`config.mk`:
```
export PLATFORM = sky130hd
export DESIGN_NAME = nbit_mp_uart
export DESIGN_NICKNAME = d
export VERILOG_FILES = /design/src/rtl/uart9_pkg.sv /design/src/rtl/uart9_ctrl.sv /design/src/rtl/uart9_dp.sv /design/src/rtl/nbit_mp_uart.sv
export SDC_FILE = /design/constraint.sdc
export NUM_CORES = 1
export LEC_CHECK = 0
export CELL_PAD_IN_SITES_DETAIL_PLACEMENT = 1
export CELL_PAD_IN_SITES_GLOBAL_PLACEMENT = 1
export CORE_MARGIN = 1
export CORE_UTILIZATION = 47
export CTS_CLUSTER_DIAMETER = 150
export DETAILED_ROUTE_END_ITERATION = 10
export HOLD_SLACK_MARGIN = 0.06
export PLACE_DENSITY = 0.89
export RECOVER_POWER = 25
export SLEW_MARGIN = 20
export SYNTH_ARGS = -nofsm -noshare
export SYNTH_HDL_FRONTEND = slang
export SYNTH_SLANG_ARGS = --single-unit
```
`constraint.sdc`:
```
create_clock -name clk -period 2.9 [get_ports clk]
set_input_delay 0.58 -clock clk [delete_from_list [all_inputs] [get_ports clk]]
set_output_delay 0.58 -clock clk [all_outputs]
set_load 0.01 [all_outputs]
```
`src/rtl/uart9_pkg.sv`:
```
package uart9_pkg;

  // Strobes the sequencer hands to the datapath, one cycle each
  typedef struct packed {
    logic txLoad;    // capture byte and ninth bit into the shifter
    logic txShift;   // advance to the next transmit bit
    logic txStop;    // the stop bit is starting
    logic rxClear;   // a start edge was seen, empty the receive shifter
    logic rxShift;   // take a mid-bit sample into the shifter
    logic rxCommit;  // stop-bit sample reached, try to deliver
  } strobe_t;

  typedef enum logic {TX_IDLE, TX_RUN} txState_t;
  typedef enum logic [1:0] {RX_IDLE, RX_START, RX_DATA} rxState_t;

endpackage

```
`src/rtl/uart9_ctrl.sv`:
```
module uart9_ctrl
  import uart9_pkg::*;
#(
  parameter int DATA_W = 8,
  parameter int OVS    = 16
) (
  input  logic    clk,
  input  logic    rstN,
  input  logic    tick,
  input  logic    hostWrEn,
  input  logic    rxEnable,
  input  logic    rxBit,
  output strobe_t stb,
  output logic    txBusy
);

  localparam int SUB_W    = $clog2(OVS);
  localparam int LAST_BIT = DATA_W + 2;  // index of the stop bit
  localparam int IDX_W    = $clog2(LAST_BIT + 1);
  localparam int RX_BITS  = DATA_W + 1;  // data bits plus ninth bit
  localparam int MID      = OVS / 2 - 1;

  txState_t               txState;
  logic [SUB_W-1:0]       txSub;
  logic [IDX_W-1:0]       txIdx;
  rxState_t               rxState;
  logic [SUB_W-1:0]       rxSub;
  logic [IDX_W-1:0]       rxIdx;
  logic                   txBitEnd;
  logic                   rxBitEnd;

  assign txBitEnd = (txState == TX_RUN) && tick && (txSub == SUB_W'(OVS - 1));
  assign rxBitEnd = (rxState == RX_DATA) && tick && (rxSub == SUB_W'(OVS - 1));
  assign txBusy   = (txState == TX_RUN);

  always_comb begin
    stb = '0;
    stb.txLoad = (txState == TX_IDLE) && hostWrEn;
    if (txBitEnd && (txIdx != IDX_W'(LAST_BIT))) begin
      stb.txShift = 1'b1;
      stb.txStop  = (txIdx == IDX_W'(LAST_BIT - 1));
    end
    stb.rxClear = (rxState == RX_IDLE) && tick && rxEnable && !rxBit;
    if (rxBitEnd) begin
      if (rxIdx == IDX_W'(RX_BITS)) stb.rxCommit = 1'b1;
      else                          stb.rxShift  = 1'b1;
    end
  end

  // Transmit sequencer
  always_ff @(posedge clk or negedge rstN) begin
    if (!rstN) begin
      txState <= TX_IDLE;
      txSub   <= '0;
      txIdx   <= '0;
    end else if (stb.txLoad) begin
      txState <= TX_RUN;
      txSub   <= '0;
      txIdx   <= '0;
    end else if (txState == TX_RUN && tick) begin
      txSub <= (txSub == SUB_W'(OVS - 1)) ? '0 : txSub + 1'b1;
      if (txBitEnd) begin
        if (txIdx == IDX_W'(LAST_BIT)) txState <= TX_IDLE;
        else                           txIdx   <= txIdx + 1'b1;
      end
    end
  end

  // Receive sequencer
  always_ff @(posedge clk or negedge rstN) begin
    if (!rstN) begin
      rxState <= RX_IDLE;
      rxSub   <= '0;
      rxIdx   <= '0;
    end else if (tick) begin
      case (rxState)
        RX_IDLE: if (stb.rxClear) begin
          rxState <= RX_START;
          rxSub   <= '0;
        end
        RX_START: begin
          if (rxSub == SUB_W'(MID)) begin
            rxSub <= '0;
            rxIdx <= '0;
            rxState <= rxBit ? RX_IDLE : RX_DATA;
          end else begin
            rxSub <= rxSub + 1'b1;
          end
        end
        RX_DATA: begin
          rxSub <= (rxSub == SUB_W'(OVS - 1)) ? '0 : rxSub + 1'b1;
          if (rxBitEnd) begin
            if (rxIdx == IDX_W'(RX_BITS)) rxState <= RX_IDLE;
            else                          rxIdx   <= rxIdx + 1'b1;
          end
        end
        default: rxState <= RX_IDLE;
      endcase
    end
  end

  // a disabled receiver never leaves idle
  a_r4_idle_when_disabled: assert property (@(posedge clk) disable iff (!rstN)
    (rxState == RX_IDLE && !rxEnable) |=> (rxState == RX_IDLE));

endmodule

```
`src/rtl/uart9_dp.sv`:
```
module uart9_dp
  import uart9_pkg::*;
#(
  parameter int DATA_W      = 8,
  parameter int SYNC_STAGES = 2
) (
  input  logic              clk,
  input  logic              rstN,
  input  strobe_t           stb,
  input  logic [DATA_W-1:0] hostWrData,
  input  logic              txNinth,
  input  logic              addrFilter,
  input  logic              txDoneClr,
  input  logic              rxReadyClr,
  input  logic              rxLine,
  output logic              txLine,
  output logic              rxBit,
  output logic [DATA_W-1:0] rxData,
  output logic              rxNinth,
  output logic              txDone,
  output logic              rxReady
);

  localparam int TX_W = DATA_W + 3;  // start, data, ninth, stop

  logic [TX_W-1:0]        txShReg;
  logic [SYNC_STAGES-1:0] syncReg;
  logic [DATA_W:0]        rxShReg;
  logic                   commitOk;

  // Transmit shifter: bit 0 drives the line, ones fill from the top
  always_ff @(posedge clk or negedge rstN) begin
    if (!rstN)            txShReg <= '1;
    else if (stb.txLoad)  txShReg <= {1'b1, txNinth, hostWrData, 1'b0};
    else if (stb.txShift) txShReg <= {1'b1, txShReg[TX_W-1:1]};
  end
  assign txLine = txShReg[0];

  always_ff @(posedge clk or negedge rstN) begin
    if (!rstN)          txDone <= 1'b0;
    else if (stb.txStop) txDone <= 1'b1;
    else if (txDoneClr) txDone <= 1'b0;
  end

  // Receive line synchronizer
  generate
    if (SYNC_STAGES == 1) begin : g_sync1
      always_ff @(posedge clk or negedge rstN)
        if (!rstN) syncReg <= '1;
        else       syncReg <= rxLine;
    end else begin : g_syncN
      always_ff @(posedge clk or negedge rstN)
        if (!rstN) syncReg <= '1;
        else       syncReg <= {syncReg[SYNC_STAGES-2:0], rxLine};
    end
  endgenerate
  assign rxBit = syncReg[SYNC_STAGES-1];

  // Receive shifter: newest bit enters at the top
  always_ff @(posedge clk or negedge rstN) begin
    if (!rstN)            rxShReg <= '0;
    else if (stb.rxClear) rxShReg <= '0;
    else if (stb.rxShift) rxShReg <= {rxBit, rxShReg[DATA_W:1]};
  end

  assign commitOk = stb.rxCommit && !rxReady && (!addrFilter || rxShReg[DATA_W]);

  always_ff @(posedge clk or negedge rstN) begin
    if (!rstN) begin
      rxData  <= '0;
      rxNinth <= 1'b0;
      rxReady <= 1'b0;
    end else if (commitOk) begin
      rxData  <= rxShReg[DATA_W-1:0];
      rxNinth <= rxShReg[DATA_W];
      rxReady <= 1'b1;
    end else if (rxReadyClr) begin
      rxReady <= 1'b0;
    end
  end

  // transmit-done holds until cleared
  a_r2_done_holds: assert property (@(posedge clk) disable iff (!rstN)
    (txDone && !txDoneClr) |=> txDone);

  // an unread byte is never replaced
  a_r6_no_overwrite: assert property (@(posedge clk) disable iff (!rstN)
    rxReady |=> ($stable(rxData) && $stable(rxNinth)));

  // with filtering on, only frames with ninth bit 1 are accepted
  a_r7_filter: assert property (@(posedge clk) disable iff (!rstN)
    ($rose(rxReady) && $past(addrFilter)) |-> rxNinth);

endmodule

```
`src/rtl/nbit_mp_uart.sv`:
```
module nbit_mp_uart
  import uart9_pkg::*;
#(
  parameter int DATA_W      = 8,
  parameter int OVS         = 16,
  parameter int SYNC_STAGES = 2
) (
  input  logic              clk,
  input  logic              rstN,
  input  logic              tick16,
  input  logic              hostWrEn,
  input  logic [DATA_W-1:0] hostWrData,
  input  logic              txNinth,
  input  logic              rxEnable,
  input  logic              addrFilter,
  input  logic              intEnable,
  input  logic              txDoneClr,
  input  logic              rxReadyClr,
  input  logic              rxLine,
  output logic              txLine,
  output logic [DATA_W-1:0] rxData,
  output logic              rxNinth,
  output logic              txDone,
  output logic              rxReady,
  output logic              irq
);

  strobe_t stb;
  logic    txBusy;
  logic    rxBit;

  uart9_ctrl #(.DATA_W(DATA_W), .OVS(OVS)) u_ctrl (
    .clk      (clk),
    .rstN     (rstN),
    .tick     (tick16),
    .hostWrEn (hostWrEn),
    .rxEnable (rxEnable),
    .rxBit    (rxBit),
    .stb      (stb),
    .txBusy   (txBusy)
  );

  uart9_dp #(.DATA_W(DATA_W), .SYNC_STAGES(SYNC_STAGES)) u_dp (
    .clk        (clk),
    .rstN       (rstN),
    .stb        (stb),
    .hostWrData (hostWrData),
    .txNinth    (txNinth),
    .addrFilter (addrFilter),
    .txDoneClr  (txDoneClr),
    .rxReadyClr (rxReadyClr),
    .rxLine     (rxLine),
    .txLine     (txLine),
    .rxBit      (rxBit),
    .rxData     (rxData),
    .rxNinth    (rxNinth),
    .txDone     (txDone),
    .rxReady    (rxReady)
  );

  assign irq = intEnable & (txDone | rxReady);

  // the line rests at mark whenever no frame is in flight
  a_r1_idle_mark: assert property (@(posedge clk) disable iff (!rstN)
    !txBusy |-> txLine);

  // no request without the enable
  a_r9_irq_gated: assert property (@(posedge clk) disable iff (!rstN)
    irq |-> intEnable);

endmodule

```
# Yosys cells after proc, flatten, opt, wreduce, memory -nomap -nowiden

Cells that the tools add are included.
W data, S select, Z words.

Add/sub/neg operators: 4
Equal/unequal tests: 15
Muxes and demuxes: 37
Bitwise gates (word level): 3
Reductions and logical operators: 30

Operators with widths:

| operator              | count |
|---|---|
| $mux W4               | 13 |
| $mux W11              | 2 |
| $eq A4 B4 Y1 const B  | 5 |
| $mux W9               | 2 |
| $add A4 B1 Y4 const B | 4 |
| $reduce_bool A2 Y1    | 8 |
| $mux W2               | 7 |
| $pmux W4 S3           | 1 |
| $logic_and A1 B1 Y1   | 11 |
| $mux W1               | 10 |
| $reduce_and A5 Y1     | 2 |
| $reduce_and A3 Y1     | 3 |
| $ne A2 B2 Y1 const B  | 4 |
| $pmux W4 S2           | 1 |
| $pmux W2 S3           | 1 |
| $eq A4 B3 Y1 const B  | 1 |
| $ne A2 B1 Y1 const B  | 2 |
| $ne A4 B4 Y1 const B  | 1 |
| $logic_not A1 Y1      | 3 |
| $reduce_bool A3 Y1    | 1 |
| $eq A2 B1 Y1 const B  | 1 |
| $eq A2 B2 Y1 const B  | 1 |
| $logic_not A2 Y1      | 1 |
| $and A1 B1 Y1         | 1 |
| 3 further kinds       | 3 |

Bits in registers: 52
Bits of input ports: 19
Output and inout port bits: 13
Logic and storage cells: 102

# Depth between registers and ports, before layout

Word-level depth: 7
Mapped depth: 7
Depth with buffers taken out: 6

# Cells and area by module

A second synthesis with hierarchy kept.

Cell total of the unflattened synthesis: 232
Area total of the unflattened synthesis: 2544.9 µm²

Modules (own cells, without submodules):

| module       | times used | cells each | area each (µm²) | sequential area each (µm²) |
|---|---|---|---|---|
| uart9_dp     | 1          | 101        | 1300.0          | 815.8 |
| uart9_ctrl   | 1          | 130        | 1237.4          | 475.5 |
| nbit_mp_uart | 1          | 1          | 7.5             | 0.0 |

# Worst setup path after synthesis

OpenSTA, ideal clock, no wires.

Path kind: register to register
Start: reg u_ctrl.rxState[0]
End: reg u_ctrl.rxState[0]
Setup time: 79 ps
Arrival: 1478 ps
Data required time: 2821 ps
Setup slack: 1343 ps
Stages on the path, launching flop included: 8
Buffers on the path: 1
Period minus slack after synthesis: 1557 ps
Path through: dfrtp_1 > inv_1 > ha_1 > buf_4 > nor2_1 > a21oi_1 > a221oi_2 > mux2i_1

Longest elaborated chain between the ends: 6
Elaborated cells between the ends (all ways): 14
Classes of those cells: 6 x eq/ne; 1 x mux; 7 x reduce/logical

Ends and longest elaborated chain:

| item                               | line                               | text |
|---|---|---|
| start, declared                    | uart9_ctrl.sv:26                   | `rxState_t rxState;` |
| start signal, assigned             | uart9_ctrl.sv:85                   | `rxState <= rxBit ? RX_IDLE : RX_DATA;` |
| $logic_not A2 Y1                   | uart9_ctrl.sv:43, uart9_ctrl.sv:76 |  |
| $logic_and A1 B1 Y1 (3 in series)  | uart9_ctrl.sv:43                   | `stb.rxClear = (rxState == RX_IDLE) && tick && rxEnable && !rxBit;` |
| $ne A2 B2 Y1 (no source line)      | -                                  |  |
| $reduce_and A5 Y1 (no source line) | -                                  |  |

Parallel ways exist; a longest one is shown, timed or not.
A chain may end at the register's enable or synchronous reset.

# Final worst setup path

Start: reg u_ctrl.rxState[0]
End: reg u_dp.rxShReg[4]

Longest elaborated chain between the ends: 5
Elaborated cells between the ends (all ways): 10
Classes of those cells: 1 x eq/ne; 2 x mux; 7 x reduce/logical

Ends and longest elaborated chain:

| item                                                                  | line                               | text |
|---|---|---|
| $eq A2 B2 Y1 / $logic_not A2 Y1 (equally long branches)               | uart9_ctrl.sv:33, uart9_ctrl.sv:43 |  |
| $logic_and A1 B1 Y1, on equally long branches (2 in series)           | uart9_ctrl.sv:33, uart9_ctrl.sv:43 |  |
| $mux W2 / $logic_and A1 B1 Y1 (equally long branches)                 | uart9_ctrl.sv:44, uart9_ctrl.sv:43 |  |
| $reduce_bool A2 Y1 (no source line) / $mux W9 (equally long branches) | -                                  |  |
| end signal, assigned                                                  | uart9_dp.sv:63                     | `else if (stb.rxShift) rxShReg <= {rxBit, rxShReg[DATA_W:1]};` |
| end, declared                                                         | uart9_dp.sv:28                     | `logic [DATA_W:0] rxShReg;` |

Parallel ways exist; a longest one is shown, timed or not.

==> qor.yml <==
run_status: "finished clean"
core_area_mm2: 0.00514
routedWlPerCell_um: 17.4
synthXorXnorAreaFrac_pct: 0.694
rows: 26
first_iter_violations: 87
setup_viol: 0
drive_above_1_share_pct: 14.0
seqPwrFrac_pct: 50.2
slew_violations: 0
synth-compound-area-share_pct: 11.1
path_clk_slew_ps: 110
die_x_um: 75.3
viasPerCell: 5.56
synthSimpleGateAreaFrac_pct: 18.4
synth_top_area_share_pct: 38.7
grt_pass1_wl_um: 9920
synth_adder_area_share_pct: 5.46
ys_ff_latch: 51
final.setup.tns_ps: 0
start_kind: "register"
yosysWarnings: 0
async_flop_share_pct: 100
drc_errors: 0
syn-num-nets: 265
hold_viol_final: 0
synth_top_family_by_area: "simple AND/OR/NAND/NOR gates"
ctsHoldBuffers: 0
grt_max_degree: 52
seq_area_frac_synth_pct: 51.2
p_clk_share_pct: 26.7
crit_fanout: 13
clk_latency_ps: 320
post_cts_resized: 0
period_share_pct: 78.5
wirelength_um: 5930
first_pass_iters: 4
numPortBuffers: 31
cp_data_required_time_ps: 3100
clock_path_buffers: 2
clock_skew_ps: 8.05
met2_usage_pct: 39.2
grt.total_usage_pct: 23.9
muxShareOfSynthArea_pct: 9.62
arrival_ps: 2480
leakage_uw: 0.00147
power.internal_uw: 1350
synth_area_leaders: "dfrtp_1, dfstp_2, ha_1"
finalWeightedCongestion: 0.754
cts_sinks: 51
cts_setup_buffers: 0
antenna_left: 0
cts-root-buf: "clkbuf_8"
power.net_switching_uw: 639
grt_pass1_vias: 1988
switching_share_pct: 32.1
dp_hpwl_um: 4000
synth_edf_count: 0
hold_slack_ps: 362
nets: 300
syn_area_mm2: 0.00252
die_h_um: 75.3
initial_core_util_pct: 49.1
worstMarginPinSlew_ps: 1250
yosys.area.top_type: "dfrtp_1"
synthFlopType: "dfrtp_1"
cap_violations: 0
die_area_mm2: 0.00566
globalRouteMet3Util_pct: 4.55
cts_tree: "yes"
power_frac_comb_pct: 23.1
gr-total-overflow: 0
ir_drop_v: 0.000377
postSynthCellCount: 235
rsz0062_at_grt: "false"
worstSetupPathType: "register to register"
htreeDepth: 2
slew_headroom_pct: 16.3
nFillCells: 581
io_pins: 32
yosysUniqueCellTypes: 43
vias: 1896
cp-end-kind: "register"
diodes: 0
fin_crit_ps: 2280
use_met1_pct: 32.5
cts_buffers: 5
syn_area_per_cell_um2: 10.7
antenna_found_initial: 0
grt_busiest_layer: "met2"
hold_class: "register to register"
area_growth_pct: 19.6
timing.fmax_mhz: 439
cellPowerDensity_mw_per_mm2: 660
p_total_uw: 1990
state kept, by name, summed over array words and instances (netlist names):
name / cells
u_ctrl.rxIdx: 4
u_ctrl.rxState: 2
u_ctrl.rxSub: 4
u_ctrl.txBusy: 1
u_ctrl.txIdx: 4
u_ctrl.txSub: 4
u_dp.rxData: 8
u_dp.rxNinth: 1
u_dp.rxReady: 1
u_dp.rxShReg: 9
u_dp.syncReg: 2
u_dp.txDone: 1
u_dp.txShReg: 10
metal layers:
metal / up-vias / wire [µm]
met5: - / 0
met4: 0 / 104
met3: 9 / 169
met2: 36 / 2950
met1: 955 / 2710
li1: 896 / -
worst max-delay path: stages (launching register included):
cell,delay (ps)
dfrtp_1,410
inv_1,120
ha_1,460
and3_1,330
nand3_1,440
mux2i_1,310
nor2_1,70
Yosys cell counts, drive strengths merged (2+ instances only):
library cell and n:
o21ai 14, nand3b 3, nand2b 4, inv 13, a22oi 7, mux2 10, and3b 2, nand3 13
xnor2 2, dfrtp 39, ha 11, nor3 2, o211ai 2, and2 2, a22o 6, nor3b 2
a21oi 3, nand2 32, nand4 2, nand4b 4, nor2b 3, buf 6, nor2 14, and3 4
dfstp 12, mux2i 13
final cells by class:
| type | instances | area (µm²) | area share [%] |
|---|---|---|---|
| flip-flops and latches | 51 | 1290 | 42.8 |
| multi-input cells | 164 | 1140 | 37.8 |
| repair buffers | 35 | 333 | 11.0 |
| inverters | 13 | 48.8 | 1.62 |
| clock inverters | 3 | 47.5 | 1.58 |
| well taps | 70 | 87.6 | 2.90 |
| clock buffers | 5 | 68.8 | 2.28 |
metrics by stage:
stage	utilization (%)	std cells	setup slack [ps]	area, µm²
2_1_floorplan	-	235	1340	2520
3_3_place_gp	56.5	333	656	2900
3_5_place_dp	56.5	333	625	2900
4_1_cts	58.8	341	614	3020
5_1_grt	58.7	341	413	3020
6_report	58.7	341	625	3020
worst paths after layout:
kind	cells after the start	end	start	slack, ps
max in group asynchronous	2	u_ctrl.txSub[0]	rstN	1540
worst max-delay path	6	u_dp.rxShReg[4]	u_ctrl.rxState[0]	620
worst min-delay path	0	u_dp.syncReg[1]	u_dp.syncReg[0]	360
worst max register to register	6	u_dp.rxShReg[4]	u_ctrl.rxState[0]	620
min in group asynchronous	2	u_ctrl.rxIdx[3]	rstN	600
worst min register to register	0	u_dp.syncReg[1]	u_dp.syncReg[0]	360
kinds of logic (layout without fill, tap and decap cells):
group / Yosys count / after routing
compound gates: 40 / 40
simple gates: 88 / 88
buf+inv: 20 / 56
fa+ha+maj: 11 / 11
mux: 23 / 23
xor+xnor: 2 / 2
flops: 51 / 51
cell usage in the layout, fill, tap and decap left out, drive strengths merged, types with 3 or more instances in the layout:
cell            n
a22o            6
clkdlybuf4s50  29
o21ai          14
inv            14
nor2b           3
a21oi           3
a22oi           7
mux2           10
mux2i          13
and3            4
dfstp          12
clkbuf          6
buf             4
ha             11
nand2b          4
nor2           14
dfrtp          39
nand2          32
nand3          13
nand4b          4
nand3b          3
power by group through the flow:
stage	combinational, µW	sequential (µW)	clock [µW]
after detailed placement	448	1000	0
final	461	999	532
after global placement	417	996	0
after global routing	522	1020	563
after floorplan	311	979	0
after CTS	467	997	535
Note: power is estimated with default switching activity, not from simulation.
